## src/rtl/alu_arith.sv

```systemverilog
module alu_arith #(
  parameter int WIDTH = 16
) (
  input  logic [WIDTH-1:0] a,
  input  logic [WIDTH-1:0] b,
  input  logic             cin,
  input  logic [2:0]       fn,
  output logic [WIDTH-1:0] sum,
  output logic             flag
);
  logic             is_neg, is_sub;
  logic [WIDTH-1:0] x, y;
  logic             ci, co;

  assign is_neg = (fn == 3'd4);
  assign is_sub = (fn == 3'd2) || (fn == 3'd3) || is_neg;

  assign x = is_neg ? '0 : a;
  assign y = is_neg ? ~a : (is_sub ? ~b : b);

  always_comb begin
    case (fn)
      3'd1:    ci = cin;
      3'd2:    ci = 1'b1;
      3'd3:    ci = ~cin;
      3'd4:    ci = 1'b1;
      default: ci = 1'b0;
    endcase
  end

  assign {co, sum} = {1'b0, x} + {1'b0, y} + {{WIDTH{1'b0}}, ci};
  assign flag = is_sub ? ~co : co;
endmodule

```

## src/rtl/alu_logic.sv

```systemverilog
module alu_logic #(
  parameter int WIDTH = 16
) (
  input  logic [WIDTH-1:0] a,
  input  logic [WIDTH-1:0] b,
  input  logic [1:0]       fn,
  output logic [WIDTH-1:0] y
);
  always_comb begin
    case (fn)
      2'd0:    y = a & b;
      2'd1:    y = a | b;
      2'd2:    y = a ^ b;
      default: y = ~a;
    endcase
  end
endmodule

```

## src/rtl/shared_adder_alu.sv

```systemverilog
module shared_adder_alu #(
  parameter int WIDTH = 16
) (
  input  logic [WIDTH-1:0] op_a,
  input  logic [WIDTH-1:0] op_b,
  input  logic             carry_in,
  input  logic [3:0]       op_sel,
  output logic [WIDTH-1:0] result,
  output logic             carry_out,
  output logic             zero,
  output logic             negative
);
  logic [WIDTH-1:0] arith_y, logic_y;
  logic             arith_c, arith_ok, logic_ok;

  alu_arith #(.WIDTH(WIDTH)) arith_u (
    .a(op_a), .b(op_b), .cin(carry_in), .fn(op_sel[2:0]),
    .sum(arith_y), .flag(arith_c)
  );

  alu_logic #(.WIDTH(WIDTH)) logic_u (
    .a(op_a), .b(op_b), .fn(op_sel[1:0]), .y(logic_y)
  );

  assign arith_ok  = ~op_sel[3] & (op_sel[2:0] <= 3'd4);
  assign logic_ok  = op_sel[3] & ~op_sel[2];
  assign result    = arith_ok ? arith_y : (logic_ok ? logic_y : '0);
  assign carry_out = arith_ok & arith_c;
  assign zero      = ~|result;
  assign negative  = result[WIDTH-1];

  always_comb begin
    if (op_sel == 4'd0)
      a_r1_add: assert ({carry_out, result} == ({1'b0, op_a} + {1'b0, op_b}));
    if (op_sel == 4'd2)
      a_r3_sub_borrow: assert (carry_out == (op_a < op_b));
    if (op_sel == 4'd4)
      a_r5_neg_borrow: assert (carry_out == (op_a != '0));
    if (op_sel[3])
      a_r6_logic_no_carry: assert (!carry_out);
    if ((!op_sel[3] && op_sel[2:0] > 3'd4) || (op_sel[3] && op_sel[2]))
      a_r7_unused_zero: assert (result == '0 && !carry_out);
  end
endmodule

```

## config.mk

```make
export PLATFORM = sky130hd
export DESIGN_NAME = shared_adder_alu
export DESIGN_NICKNAME = d
export VERILOG_FILES = /design/src/rtl/alu_arith.sv /design/src/rtl/alu_logic.sv /design/src/rtl/shared_adder_alu.sv
export SDC_FILE = /design/constraint.sdc
export NUM_CORES = 1
export LEC_CHECK = 0
export BUFFER_PORTS_ARGS = -buffer_cell sky130_fd_sc_hd__buf_4
export CAP_MARGIN = 15
export CORE_UTILIZATION = 24
export DETAILED_ROUTE_END_ITERATION = 12
export PLACE_DENSITY = 0.4
export SYNTH_ARGS = -nofsm -noshare
export SYNTH_HDL_FRONTEND = slang
export SYNTH_HIERARCHICAL = 1
export SYNTH_SLANG_ARGS = --single-unit
```

## constraint.sdc

```tcl
create_clock -name vclk -period 14.9
set_input_delay 2.98 -clock vclk [all_inputs]
set_output_delay 2.98 -clock vclk [all_outputs]
set_load 0.05 [all_outputs]
```

==> results.cfg <==
[status]
run_status = finished clean

[global_routing]
grt_overflow_total = 0
antenna_found_initial = 0
grt_pass1_vias = 2359
grt_pass1_wl_mm = 12.4
grt_max_degree = 32
grt_util_all_layers_pct = 13.6

[pwr]
irDropWorstVdd_uv = 21.3
p_per_area_nw_per_um2 = 55.7
total_leakage_power_nw = 1.59

[final_layout]
design_area_um2 = 3100
final_layout_size_suffix_gt1_share_pct = 19.4
nets = 438
seqCellArea_um2 = 0
diodes = 0
final_common_cell = buf_4
nClkBuffers = 0
seq_cell_count = 0
final_cell_mix = 56 x buf_4, 53 x inv_1, 47 x ha_1
finish.utilization_pct = 29.5
syn_to_final_growth_pct = 17.4

[job]
drv_cap = 0

[floorplan]
io_pins = 56
die-width_um = 107
dieArea_um2 = 11400
initial_core_util_pct = 25.1
core_um2 = 10500
die_h_um = 107
rows = 37

[detailed_routing]
viasPerCell = 5.01
initialDrtViolationCount = 43
wire_per_inst_um = 15.7
drc = 0
firstDrtPassIters = 4
drt-total-wl_mm = 7.64
ant_nets = 0
vias = 2434

[yosys]
syn_inst = 313
yosys.area_share.adder_pct = 23.8
muxShareOfSynthArea_pct = 21.4
yosys.area_share.simple_pct = 12.5
synth_compound_area_share_pct = 25.1
synth_nets = 399
syn_area_um2 = 2640
post_synth_num_cell_types = 54
avgSynthCellArea_um2 = 8.43
synth_top_family_by_area = compound AO/OA/AOI/OAI gates
yosys_warnings = 6
synthXorXnorAreaFrac_pct = 4.65
ys_seq_area_share_pct = 0

[critical_path]
path_cells = buf_4 -> or3b_1 -> and2_1 -> a21o_1 -> fa_1 -> fa_1 -> a21oi_1 -> o211a_1 -> nor2_1 -> a41oi_2 -> xnor2_1 -> mux2i_1 -> o2bb2ai_1 -> nor4_1 -> and4_1 -> buf_4
setup.worst_path.class = primary input to output pin
cp_data_arrival_time_ns = 7.90
crit_path_start_kind = primary input
critPathMaxFanout = 31
required_ns = 11.92
cpPeakStageDelay_ns = 0.78
cp-end-kind = output pin
worst_path_max_delay_cell = or3b_1

[sta]
slew_headroom_pct = 37.1
period_minus_slack_ns = 10.88
setup_viol = 0
finalHoldViolCount = 0
worst_pin_slew_ns = 0.943
final_max_slew_viol_count = 0
period_share_pct = 73.0
tns_ns = 0
timing.fmax_mhz = 91.9
rsz0062_at_grt = false

[placement]
io_buffers = 56
dp_hpwl_mm = 6.03
placed_area_um2 = 3100
gp_congestion = 0.827

[clock_network]
cts_resized = 0
postCtsSetupRepairBufs = 0
holdBufCountCts = 0

[min_path]
holdPathStages = 3
hold_end = result[8]
worstHoldStart = op_sel[2]
hold_class = primary input to output pin
-- per-layer routing --
metal	global-route usage [%]	part of all wire, %	vias up
met5	0	0	-
met4	0.196	0	0
met3	0.426	2.0	0
met2	23.1	46	30
met1	20.1	52	1169
li1	-	-	1235
-- final cells by class --
type | instances | area (um^2)
Fill cell | 1135 | 7410
Tap cell | 136 | 170
Timing Repair Buffer | 56 | 420
Inverter | 53 | 199
Multi-Input combinational cell | 241 | 2310
-- worst max-delay path: cells and delay by family --
kind | cells | cell delay (ns)
xor+xnor | 1 | 0.10
fa+ha+maj | 2 | 0.90
mux | 1 | 0.14
buf+inv | 2 | 0.46
simple gates | 5 | 2.23
compound gates | 5 | 1.07
-- through the flow --
step	power, mW	std cells	setup slack [ns]	hold slack (ns)
4_1_cts	0.175	486	3.97	6.55
2_1_floorplan	0.125	313	4.86	6.31
6_report	0.173	486	4.02	6.55
3_5_place_dp	0.174	486	3.97	6.56
5_1_grt	0.189	486	3.68	6.59
3_3_place_gp	0.173	486	3.98	6.55
-- power breakdown --
part | internal [mW] | switching (mW) | leakage, nW | total [mW]
Combinational | 0.0660 | 0.107 | 1.59 | 0.173
Sequential | 0 | 0 | 0 | 0
Clock | 0 | 0 | 0 | 0
-- Yosys cell counts (6+ instances only) --
cell / n / area [um^2]
a21o_1: 18 / 135
xnor2_1: 7 / 61.3
o22ai_1: 14 / 87.6
mux4_1: 12 / 315
and2_1: 18 / 113
clkbuf_1: 8 / 30.0
inv_1: 53 / 199
ha_1: 47 / 588
o2bb2ai_1: 16 / 140
nand2_1: 8 / 30.0
o21ai_0: 6 / 30.0
nor2_1: 9 / 33.8
a21oi_1: 12 / 60.1
mux2i_1: 16 / 160
xor2_1: 7 / 61.3
-- worst max path at each step --
stage | cells past startpoint | slack (ns) | from | endpoint
finish | 16 | 4.02 | op_sel[2] | zero
global route | 16 | 3.68 | op_sel[1] | zero
CTS | 16 | 3.97 | op_sel[2] | zero
detailed placement | 16 | 3.97 | op_sel[2] | zero
global placement | 16 | 3.98 | op_sel[1] | zero
floorplan | 15 | 4.86 | op_sel[1] | zero
-- cells by family (layout without fill, tap and decap cells) --
| kind of cell | after synthesis | after routing |
|---|---|---|
| AND/OR/NAND/NOR | 57 | 57 |
| XOR/XNOR | 14 | 14 |
| multiplexers | 32 | 32 |
| AO/OA/AOI/OAI | 89 | 89 |
| adder cells (fa/ha/maj) | 49 | 49 |
| buffers and inverters | 72 | 109 |
No activity file was read; power rests on OpenSTA's default activity.
